File: src/rtl/rx_buf_pkg.sv
package rx_buf_pkg;
  localparam int unsigned BYTE_W  = 8;
  localparam int unsigned ENTRY_W = BYTE_W + 4;

  typedef struct packed {
    logic              ovr;   // bit 11
    logic              brk;   // bit 10
    logic              perr;  // bit 9
    logic              ferr;  // bit 8
    logic [BYTE_W-1:0] data;  // bits 7:0
  } rx_entry_t;
endpackage

File: src/rtl/rx_buf_store.sv
module rx_buf_store
  import rx_buf_pkg::*;
#(
  parameter int unsigned DEPTH = 16
) (
  input  logic      clk,
  input  logic      rst_n,
  input  logic      cap_one,
  input  logic      flush,
  input  logic      push,
  input  logic      pop,
  input  logic      mark_ovr,
  input  rx_entry_t wr_entry,
  output rx_entry_t head,
  output logic      empty,
  output logic      full
);
  localparam int unsigned AW = (DEPTH > 1) ? $clog2(DEPTH) : 1;
  localparam int unsigned CW = AW + 1;
  localparam logic [AW-1:0] LAST = AW'(DEPTH - 1);
  localparam logic [CW-1:0] CAP_Q = CW'(DEPTH);

  rx_entry_t     mem [DEPTH];
  logic [AW-1:0] wptr_q, wptr_d, rptr_q, rptr_d, newest;
  logic [CW-1:0] cnt_q, cnt_d;
  logic [CW-1:0] cap;

  assign cap    = cap_one ? CW'(1) : CAP_Q;
  assign empty  = (cnt_q == '0);
  assign full   = (cnt_q == cap);
  assign head   = mem[rptr_q];
  assign newest = (wptr_q == '0) ? LAST : wptr_q - AW'(1);

  always_comb begin
    wptr_d = wptr_q;
    rptr_d = rptr_q;
    cnt_d  = cnt_q;
    if (flush) begin
      wptr_d = '0;
      rptr_d = '0;
      cnt_d  = '0;
    end else begin
      if (push) wptr_d = (wptr_q == LAST) ? '0 : wptr_q + AW'(1);
      if (pop)  rptr_d = (rptr_q == LAST) ? '0 : rptr_q + AW'(1);
      if (push && !pop)      cnt_d = cnt_q + CW'(1);
      else if (pop && !push) cnt_d = cnt_q - CW'(1);
    end
  end

  always_ff @(posedge clk or negedge rst_n) begin
    if (!rst_n) begin
      wptr_q <= '0;
      rptr_q <= '0;
      cnt_q  <= '0;
    end else begin
      wptr_q <= wptr_d;
      rptr_q <= rptr_d;
      cnt_q  <= cnt_d;
    end
  end

  always_ff @(posedge clk) begin
    if (push && !flush)          mem[wptr_q]     <= wr_entry;
    else if (mark_ovr && !flush) mem[newest].ovr <= 1'b1;
  end
endmodule

File: src/rtl/rx_buf_status.sv
module rx_buf_status (
  input  logic       clk,
  input  logic       rst_n,
  input  logic       clr,
  input  logic       load,
  input  logic [2:0] line_flags,
  input  logic       ovr_evt,
  output logic [3:0] stat
);
  logic [3:0] stat_q, stat_d;

  always_comb begin
    stat_d = stat_q;
    if (clr) begin
      stat_d = '0;
    end else begin
      if (load)    stat_d[2:0] = line_flags;
      if (ovr_evt) stat_d[3]   = 1'b1;
    end
  end

  always_ff @(posedge clk or negedge rst_n) begin
    if (!rst_n) stat_q <= '0;
    else        stat_q <= stat_d;
  end

  assign stat = stat_q;
endmodule

File: src/rtl/rx_char_buffer.sv
module rx_char_buffer
  import rx_buf_pkg::*;
#(
  parameter int unsigned DEPTH = 16
) (
  input  logic               clk,
  input  logic               rst_n,
  input  logic               fifo_mode,
  input  logic               char_valid,
  input  logic [BYTE_W-1:0]  char_data,
  input  logic               char_ferr,
  input  logic               char_perr,
  input  logic               char_brk,
  input  logic               rd_data,
  input  logic               clr_err,
  output logic [ENTRY_W-1:0] rd_word,
  output logic [3:0]         rx_status,
  output logic               rx_empty,
  output logic               rx_full
);
  logic      mode_q, flush;
  logic      rd_ok, push, ovr_evt;
  rx_entry_t in_entry, head;
  logic [ENTRY_W-1:0] word_q, word_d;

  assign flush   = fifo_mode ^ mode_q;
  assign rd_ok   = rd_data && !rx_empty && !flush;
  assign push    = char_valid && !flush && (!rx_full || rd_ok);
  assign ovr_evt = char_valid && !flush && rx_full && !rd_ok;

  assign in_entry = '{ovr: 1'b0, brk: char_brk, perr: char_perr,
                      ferr: char_ferr, data: char_data};

  always_ff @(posedge clk or negedge rst_n) begin
    if (!rst_n) mode_q <= 1'b0;
    else        mode_q <= fifo_mode;
  end

  rx_buf_store #(.DEPTH(DEPTH)) u_store (
    .clk      (clk),
    .rst_n    (rst_n),
    .cap_one  (!mode_q),
    .flush    (flush),
    .push     (push),
    .pop      (rd_ok),
    .mark_ovr (ovr_evt),
    .wr_entry (in_entry),
    .head     (head),
    .empty    (rx_empty),
    .full     (rx_full)
  );

  rx_buf_status u_status (
    .clk        (clk),
    .rst_n      (rst_n),
    .clr        (clr_err),
    .load       (rd_ok),
    .line_flags ({head.brk, head.perr, head.ferr}),
    .ovr_evt    (ovr_evt),
    .stat       (rx_status)
  );

  always_comb begin
    word_d = word_q;
    if (rd_ok) word_d = head;
  end

  always_ff @(posedge clk or negedge rst_n) begin
    if (!rst_n) word_q <= '0;
    else        word_q <= word_d;
  end

  assign rd_word = word_q;
endmodule

File: config.mk
export PLATFORM = sky130hd
export DESIGN_NAME = rx_char_buffer
export DESIGN_NICKNAME = d
export VERILOG_FILES = /design/src/rtl/rx_buf_pkg.sv /design/src/rtl/rx_buf_store.sv /design/src/rtl/rx_buf_status.sv /design/src/rtl/rx_char_buffer.sv
export SDC_FILE = /design/constraint.sdc
export NUM_CORES = 1
export LEC_CHECK = 0
export ABC_AREA = 1
export BUFFER_PORTS_ARGS = -buffer_cell sky130_fd_sc_hd__buf_2
export CORE_MARGIN = 2
export CORE_UTILIZATION = 40
export CTS_CLUSTER_SIZE = 28
export DETAILED_ROUTE_END_ITERATION = 10
export GPL_TIMING_DRIVEN = 1
export PLACE_DENSITY = 0.67
export SLEW_MARGIN = 20
export SYNTH_ARGS = -nofsm -noshare
export SYNTH_HDL_FRONTEND = slang
export SYNTH_SLANG_ARGS = --single-unit
File: constraint.sdc
create_clock -name clk -period 4.4 [get_ports clk]
set_input_delay 0.44 -clock clk [delete_from_list [all_inputs] [get_ports clk]]
set_output_delay 0.44 -clock clk [all_outputs]
set_load 0.01 [all_outputs]
==> results.md, run 1 <==
* Initial antenna violation count at 0
* Final period util at 0.723
* Area grow syn2layout at 13.6%
* RSZ-0062 raised after global routing: false
* Drt via density at 5.31
* CTS buffer count at 24
* Reg2reg end: u_store.mem[12][3]
* Combinational Power Share at 0.207
* Most frequent cell after synthesis: edfxtp_1
* Post-synth net total at between 800 and 900
* Worst-path fanout max at 20
* Startpoint types: flip-flop
* H-tree depth at 1
* IO buf count at 34
* Core area at 23400 um2
* Post-CTS Setup Bufs at 0
* Layout Cells excl Fill at between 1k and 1.5k
* Post-Synth Adder-Cell Area at 0.0126
* Fin crit period at approximately 3.2 ns
* Primary FF master, synth: edfxtp_1
* Yosys top cell area share at 0.607
* Die width at 158 um
* Post-place setup slack at 1.03 ns
* # hold bufs at CTS at 0
* Worst Path Required at 4.53 ns
* Synth warn at 0
* Io pins at 35
* Maximum VDD drop at 382 uV
* Combinational family with the most area after synthesis: simple AND/OR/NAND/NOR gates
* Synth Area in Compound Gates at 0.102
* Post-synthesis sequential area ratio at 0.686
* Worst Setup Slack, final at 1.22 ns
* Final wirelength at 22200 um
* Cell internal pwr at 4.03 mW
* Clock power share at 0.352
* Worst-skew pair later-pin latency at 0.51 ns
* Reg clk slew, reported paths at 0.06 ns
* Commonest cells post-synth: edfxtp_1, nor2_1, nand2_1
* DRC Markers at 0
* Pwr/cell area at 527 nW/um2
* Ant. Diodes at 0
* Final Hold Fails at 0
* Share of cells above drive strength 1 at 0.124
* TritonRoute pass-1 iters at 5
* Gpl congestion at 0.876
* Vias at 6485
* Fin nets at 912
* Clock sinks at ~220
* Post-Route Setup TNS at 0 ns
* CTS tree: built
* WP data arrival at 3.31 ns
* Switching share of power at 0.291
* Unique cell type count in the Yosys netlist at 33
* Sequential power share at 0.441
* Post-synthesis mux area share at 0
* Reg2reg setup slack at about 1.2 ns
* Worst hold path class: in2async
* P_leak at between 4 and 5 nW
* Antenna Violating Nets Remaining at 0
* Worst r2r src: u_store.cnt_q[2]
* Seq cells post-synth at roughly 220
* DP HPWL at roughly 14000 um
* Post-CTS Resized at 0
* Global-route wire length before repair at 34500 um
* Setup crit end kind: flip-flop
* DR WL/cell at around 18 um
* MaxCap Viol Count at 0
* Post-synth top area cell: edfxtp_1
* # rows at 56
* Worst-margin pin slew at ~1.1 ns
* # placed instances at 1179
* Setup Viol. Count Final at 0
* Clock skew at 0.0101 ns
* Synth Area in Simple Gates at 0.155
* Post-synth ARST share at 0.135
* Pin count of the biggest net entering global routing at 98
* Highest Clock Rate at 314 MHz
* Mean Syn Cell Area at 11.1 um2
* Syn Inst Count at ~860
* Synth top area cells: edfxtp_1, dfrtp_1, nor2_1
* Number of flops mapped to enable cells by yosys at 192
* Vias in the first global route at about 6.2k
* Sw power at 1.66 mW
* DRT iter0 DRCs at 747
* Synth Area in XOR/XNOR at 0.00461
* Initial core utilization at 0.406
* Netlist Area Pre-Place at between 9000 and 10000 um2
* Chip Height at 158 um
* WS Path Type: reg2reg
* Relative slew slack at 0.296
* Pins Over Slew Limit at 0
* All-Layer GR Usage at 0.182
* Longest Clk Path Bufs at 3
* Clock root cell: clkbuf_16
* Worst R2R Path Depth at 9
* Status: finished clean
* Overflow after GRT at 0
* Die ar. at 25000 um2
-- power groups by stage --
stage,registers [mW],clock network [mW],logic (mW)
final,2.51,2.00,1.18
after global routing,2.52,2.10,1.33
after CTS,2.51,2.02,1.18
after detailed placement,2.55,0,1.17
after global placement,2.55,0,1.16
after floorplan,2.56,0,0.810
-- cell families after synthesis --
| logic type | after synthesis |
|---|---|
| fa+ha+maj | 9 |
| xor+xnor | 5 |
| compound gates | 175 |
| simple gates | 353 |
| flops | 222 |
| buf+inv | 92 |
-- worst max-delay path by stage --
| stage | start | to |
|---|---|---|
| 5_1_grt | mode_q | u_store.mem[7][6] |
| 2_1_floorplan | u_store.cnt_q[0] | u_store.mem[7][0] |
| 6_report | u_store.cnt_q[2] | u_store.mem[12][3] |
| 3_5_place_dp | fifo_mode | u_store.mem[7][2] |
| 3_3_place_gp | fifo_mode | u_store.mem[3][4] |
| 4_1_cts | mode_q | u_store.mem[7][7] |
-- metrics by stage --
step           total power [mW]  instance area, um2  hold slack [ns]  utilization
2_1_floorplan              3.37                9500            0.144            -
3_3_place_gp               3.71                9990            0.464        0.427
3_5_place_dp               3.73                9990            0.462        0.427
4_1_cts                    5.71               10800           0.0473        0.461
5_1_grt                    5.95               10800           0.0650        0.461
6_report                   5.69               10800           0.0140        0.461
-- layer usage --
layer	GRT usage	routed length [um]	vias to the layer above
met1	0.259	10000	3154
met5	0	0	-
li1	-	-	3065
met4	0.0519	468	0
met2	0.291	10200	232
met3	0.0257	1490	34
-- layout by cell type (no fill, tap or decap), types with 2 or more instances in the layout --
| cell type | netlist | layout |
|---|---|---|
| xor2_1 | 2 | 2 |
| clkbuf_8 | 0 | 4 |
| clkinv_1 | 1 | 3 |
| o211ai_1 | 11 | 11 |
| buf_4 | 1 | 15 |
| o21ai_0 | 113 | 113 |
| nand2_2 | 7 | 7 |
| clkbuf_16 | 0 | 25 |
| or2_2 | 4 | 4 |
| o22ai_1 | 39 | 39 |
| inv_1 | 39 | 39 |
| nand3_2 | 2 | 2 |
| nor2_4 | 2 | 2 |
| buf_2 | 8 | 34 |
| ha_1 | 8 | 8 |
| nor3_2 | 1 | 3 |
| nor3_1 | 16 | 14 |
| nor2_1 | 162 | 162 |
| edfxtp_1 | 192 | 192 |
| clkbuf_1 | 34 | 6 |
| clkinv_2 | 0 | 3 |
| nand2_1 | 126 | 126 |
| dfrtp_1 | 30 | 29 |
| nand3_1 | 25 | 25 |
| a21oi_1 | 5 | 5 |
| inv_2 | 7 | 7 |
| xnor2_1 | 3 | 3 |
| bufinv_16 | 0 | 2 |
| o21ai_1 | 3 | 3 |
| nand4_1 | 7 | 7 |
-- critical path, stage by stage, from the launching register on --
cell	delay [ns]
dfrtp_1	0.43
nor2_1	0.16
nand3_1	0.18
nand3_2	0.41
nand3_4	0.33
nand2_1	0.14
nand2_1	0.10
nor2_1	0.16
nand2_1	0.09
nor2_1	0.79
-- sequential cells by signal, indices dropped and copies added, names as in the netlist --
register	count
rd_word	12
u_store.mem	192
u_store.cnt_q	5
mode_q	1
u_status.stat	4
u_store.rptr_q	4
u_store.wptr_q	4
-- layout make-up --
class / instances / area (um2)
inverters: 47 / 176
flip-flops and latches: 222 / 6520
multi-input cells: 542 / 2620
clock buffers: 35 / 703
well taps: 319 / 399
repair buffers: 49 / 283
fillers: 2161 / 12600
clock inverters: 8 / 90.1
Power figures use the tool's default switching activity.
==> run 2, diff against run 1 <==
- clock period: 4.4 -> 3.2 ns (I/O delays scaled with it)
==> run 2 against run 1 <==
Clock-buffer cell count down 2; clock power increased by 27%; global-route usage down 0.93 points; cell area increased by 0.59%; first-iteration DRC count is 27% lower; sequential cell count unchanged.
==> results.md, run 2 (synthesized netlist as in run 1, its figures left out) <==
* Status: finished clean
* Io pins at 35
* TritonRoute pass-1 iters at 5
* H-tree depth at 1
* Clock sinks at 222
* Final Hold Fails at 0
* Initial antenna violation count at 0
* Clock root cell: clkbuf_16
* Longest Clk Path Bufs at 3
* Die ar. at 25000 um2
* Worst-skew pair later-pin latency at 0.51 ns
* Vias at 6352
* Commonest non-fill, non-tap cell in the layout: edfxtp_1
* Worst Path Required at 3.59 ns
* Vias in the first global route at 6206
* MaxCap Viol Count at 0
* Most frequent cells in the layout: edfxtp_1, nor2_1, nand2_1
* # rows at 56
* WS Path Type: reg2reg
* DRT iter0 DRCs at roughly 550
* Share of cells above drive strength 1 at 0.134
* Setup crit end kind: flip-flop
* Startpoint types: flip-flop
* Gpl congestion at 0.839
* Final period util at 0.791
* Maximum VDD drop at 421 uV
* Chip Height at 158 um
* Antenna Violating Nets Remaining at 0
* Overflow after GRT at 0
* Worst-margin pin slew at between 0.7 and 0.8 ns
* Layout Cells excl Fill at 1237
* # placed instances at approximately 1.2k
* Final wirelength at 21200 um
* DP HPWL at 13300 um
* Pins Over Slew Limit at 0
* Relative slew slack at 0.471
* Max FFs per register at 192
* Pin count of the biggest net entering global routing at between 60 and 70
* Area grow syn2layout at 14.2%
* Worst-path fanout max at 10
* Worst hold path class: in2reg
* IO buf count at 34
* DR WL/cell at about 17 um
* Post-CTS Setup Bufs at 0
* WP data arrival at 2.92 ns
* Reg clk slew, reported paths at 0.06 ns
* Clock skew at between 0.02 and 0.025 ns
* All-Layer GR Usage at 0.172
* Fin nets at 927
* Drt via density at 5.14
* Fill cells at 2174
* Post-Route Setup TNS at 0 ns
* Pwr/cell area at between 700 and 800 nW/um2
* Setup Viol. Count Final at 0
* Die width at 158 um
* Initial core utilization at 0.406
* Core area at 23400 um2
* P_leak at around 4.1 nW
* Largest Register: u_store.mem
* Fin crit period at 2.53 ns
* RSZ-0062 raised after global routing: false
* Ant. Diodes at 0
* Global-route wire length before repair at 33100 um
* CTS tree: built
* DRC Markers at 0
* CTS buffer count at 23
* Highest Clock Rate at 395 MHz
## run 2: changes by cell type in the layout (fill, tap and decap cells not counted)
cell	delta
buf_12	+1
buf_4	+13
bufinv_16	-1
clkbuf_1	+1
clkbuf_16	-2
clkbuf_8	-1
clkinv_1	+1
clkinv_2	-1
clkinv_4	+1
dlygate4sd3_1	+2
inv_6	+1
## run 2: path summary, 6_finish.rpt
check,from,to,slack [ns],cells after the start
min in group asynchronous,rst_n,mode_q,0.44,2
setup / recovery,u_store.cnt_q[3],u_store.cnt_q[4],0.67,10
max in group asynchronous,rst_n,u_store.rptr_q[0],2.21,2
hold reg to reg,rd_word[8],rd_word[8],0.48,2
setup reg to reg,u_store.cnt_q[3],u_store.cnt_q[4],0.67,10
hold / removal,clr_err,u_status.stat[3],0.13,3
## run 2: area by class of cell
type	instances	area (um2)	area share
inverters	47	176	0.0163
clock inverters	9	76.3	0.00704
repair buffers	65	420	0.0388
well taps	319	399	0.0368
clock buffers	33	643	0.0593
flip-flops and latches	222	6520	0.601
multi-input cells	542	2620	0.241
## run 2: metal layers
layer | track usage | up-vias | wire length (um)
met5 | 0 | - | 0
met4 | 0.0480 | 0 | 427
met3 | 0.0274 | 25 | 1350
met2 | 0.286 | 203 | 9960
met1 | 0.236 | 3039 | 9430
li1 | - | 3085 | -
## run 2: through the flow
| stage | total power, mW | area, um2 | setup slack [ns] | util | hold WS (ns) |
|---|---|---|---|---|---|
| floorplan | 4.64 | 9500 | 0.616 | - | 0.0244 |
| global placement | 5.07 | 10100 | 0.772 | 0.432 | 0.440 |
| detailed placement | 5.12 | 10100 | 0.675 | 0.432 | 0.457 |
| CTS | 7.65 | 10800 | 0.659 | 0.464 | 0.117 |
| global route | 7.99 | 10800 | 0.415 | 0.464 | 0.133 |
| finish | 7.60 | 10800 | 0.668 | 0.464 | 0.128 |
## run 2: repair_timing
item | in CTS | in global routing
hold endpoints to repair | 31 | 0
hold buffers | 2 | 0
resized for setup | 0 | 0
## run 2: worst max-delay path, cell delays in order (launching register included)
cell,delay [ns]
dfrtp_1,0.41
nor2_1,0.18
nand3_1,0.17
nand3_2,0.24
nand3_1,0.33
fa_1,0.53
nand3_1,0.10
nand2_1,0.07
xor2_1,0.15
xnor2_1,0.14
o21ai_0,0.09
## run 2: power breakdown
group	internal (mW)	leakage (nW)	switching [mW]
Sequential	3.35	2.11	0.0912
Clock	1.48	0.349	1.06
Combinational	0.532	1.61	1.08
Total	5.36	4.07	2.23
==> run 3, diff against run 2 <==
- clock period: 3.2 -> 2.4 ns (I/O delays scaled with it)
==> run 3 against run 2 <==
Core utilization up 1.3 points; non-clock buffer count increased by 4; power up 39%; clock skew decreased by 0.0048 ns; register-to-register slack lost 0.58 ns; via count is 1.9% higher; first-iteration DRC count rose by 27%; clock power increased by 43%; critical path depth grew 3; sequential power grew 34%; routed wire length rose by 4.8%; clock-buffer cell count is 3 lower.
==> results.md, run 3 (synthesized netlist as in run 1, its figures left out) <==
* TritonRoute pass-1 iters at 5
* Gpl congestion at roughly 0.88
* Clock sinks at 222
* Die width at 158 um
* Drt via density at 5.21
* P_leak at 4.17 nW
* H-tree depth at 1
* IO buf count at 34
* WHS Path Cells at 3
* DRT iter0 DRCs at 693
* MaxCap Viol Count at 0
* Total power at 10.5 mW
* Final period util at 0.964
* Worst R2R Path Depth at 13
* DP HPWL at around 14000 um
* Worst Path Required at roughly 2.6 ns
* Antenna Violating Nets Remaining at 0
* WP data arrival at 2.55 ns
* Area grow syn2layout at 17.5%
* Pwr/cell area at 945 nW/um2
* Core area at 23400 um2
* Worst-skew pair later-pin latency at 0.52 ns
* Share of cells above drive strength 1 at 0.157
* Longest Clk Path Bufs at 3
* Most frequent cells in the layout: edfxtp_1, nor2_1, nand2_1
* Startpoint types: flip-flop
* Worst-margin pin slew at around 1.1 ns
* Reg2reg setup slack at between 0.08 and 0.09 ns
* Design Area, Final at roughly 11000 um2
* Pins Over Slew Limit at 0
* Worst r2r src: mode_q
* Setup crit end kind: flip-flop
* Ant. Diodes at 0
* Global-route wire length before repair at 34400 um
* Relative slew slack at 0.273
* Highest Clock Rate at 432 MHz
* Clock root cell: clkbuf_16
* Fin nets at approximately 930
* Fin crit period at 2.31 ns
* Overflow after GRT at 0
* # rows at 56
* Status: finished clean
* Worst Min Path Start: clr_err
* DRC Markers at 0
* Vias in the first global route at 6181
* Final Hold Fails at 0
* Largest Register: u_store.mem
* Chip Height at 158 um
* Post-Route Setup TNS at 0 ns
* Switching share of power at 0.298
* Clock skew at 0.0159 ns
* Area after DPL at 10300 um2
* Initial antenna violation count at 0
* Worst-path fanout max at 19
* Post-CTS Setup Bufs at 0
* DR WL/cell at roughly 18 um
* Reg clk slew, reported paths at 0.06 ns
* Io pins at 35
* Sw power at 3.15 mW
* Clock power share at 0.343
* Vias at approximately 6.5k
* CTS tree: built
* Combinational Power Share at 0.220
* Setup Viol. Count Final at 0
* CTS buffer count at 24
* All-Layer GR Usage at 0.181
* Initial core utilization at 0.406
* Worst hold path class: in2reg
* WS Path Type: reg2reg
* Final wirelength at 22200 um
* Sequential power share at 0.437
* Commonest non-fill, non-tap cell in the layout: edfxtp_1
* Die ar. at 25000 um2
* Cell internal pwr at 7.40 mW
* Max FFs per register at 192
* Pin count of the biggest net entering global routing at 98
* Maximum VDD drop at around 630 uV
* Crit. Startpoint: mode_q
-- run 3: changes by cell type in the layout (fill, tap and decap cells not counted), moves of 2 or more --
cell and delta:
nor3_1 -6, nand3_1 -2, clkinv_1 +2, nor2_2 +6, nor3_2 +5, buf_4 -14
bufinv_16 +2, nand2_1 -2, buf_12 +10, nand2_2 +2, nor2_1 -6, buf_6 +8
clkbuf_8 -3
-- run 3: per-layer routing --
| metal | vias to the layer above | GRT usage | wire [um] |
|---|---|---|---|
| li1 | 3106 | - | - |
| met1 | 3131 | 0.252 | 9760 |
| met4 | 0 | 0.0558 | 500 |
| met3 | 31 | 0.0238 | 1380 |
| met5 | - | 0 | 0 |
| met2 | 204 | 0.297 | 10600 |
-- run 3: worst paths after layout --
path / endpoint
hold reg to reg: rd_word[1]
max in group asynchronous: u_store.rptr_q[0]
hold / removal: u_status.stat[3]
setup reg to reg: u_store.mem[1][9]
min in group asynchronous: rd_word[6]
setup / recovery: u_store.mem[1][9]
-- run 3: repair_timing --
item	in CTS	in global routing
setup endpoints to repair	0	177
resized for setup	0	25
hold buffers	2	0
endpoints found under the hold margin	31	0
-- run 3: worst max-delay path, cell delays in order, from the launching register on --
cell and delay, ns:
dfrtp_1 0.43, inv_2 0.07, nand2_1 0.06, nand2_2 0.10, nand2_2 0.07, buf_4 0.20, nor2_1 0.12, nand3_1 0.17
nand2_2 0.16, nand2_1 0.08, inv_2 0.08, nand2_1 0.10, nor2_2 0.20, buf_4 0.19
-- run 3: through the flow --
| stage | setup slack [ns] | hold WS, ns | std cells | utilization |
|---|---|---|---|---|
| floorplan | -0.184 | -0.0556 | 856 | - |
| global placement | 0.137 | 0.369 | 1196 | 0.440 |
| detailed placement | 0.0643 | 0.374 | 1196 | 0.440 |
| CTS | 0.0514 | 0.0288 | 1241 | 0.473 |
| global route | -0.0429 | 0.0534 | 1242 | 0.477 |
| finish | 0.0874 | 0.0439 | 1242 | 0.477 |
-- run 3: final cells by class --
type	instances	area [um2]
fill	2128	12200
inverter	47	176
sequential	222	6520
clock buffer	30	623
multi-input combinational	542	2690
timing repair buffer	69	606
clock inverter	13	148
tap	319	399
-- run 3: power by group through the flow --
stage	Combinational, mW	Sequential, mW	Clock, mW
floorplan	1.49	4.70	0
global placement	2.24	4.68	0
detailed placement	2.27	4.68	0
CTS	2.29	4.60	3.69
global route	2.60	4.63	3.84
finish	2.32	4.61	3.62
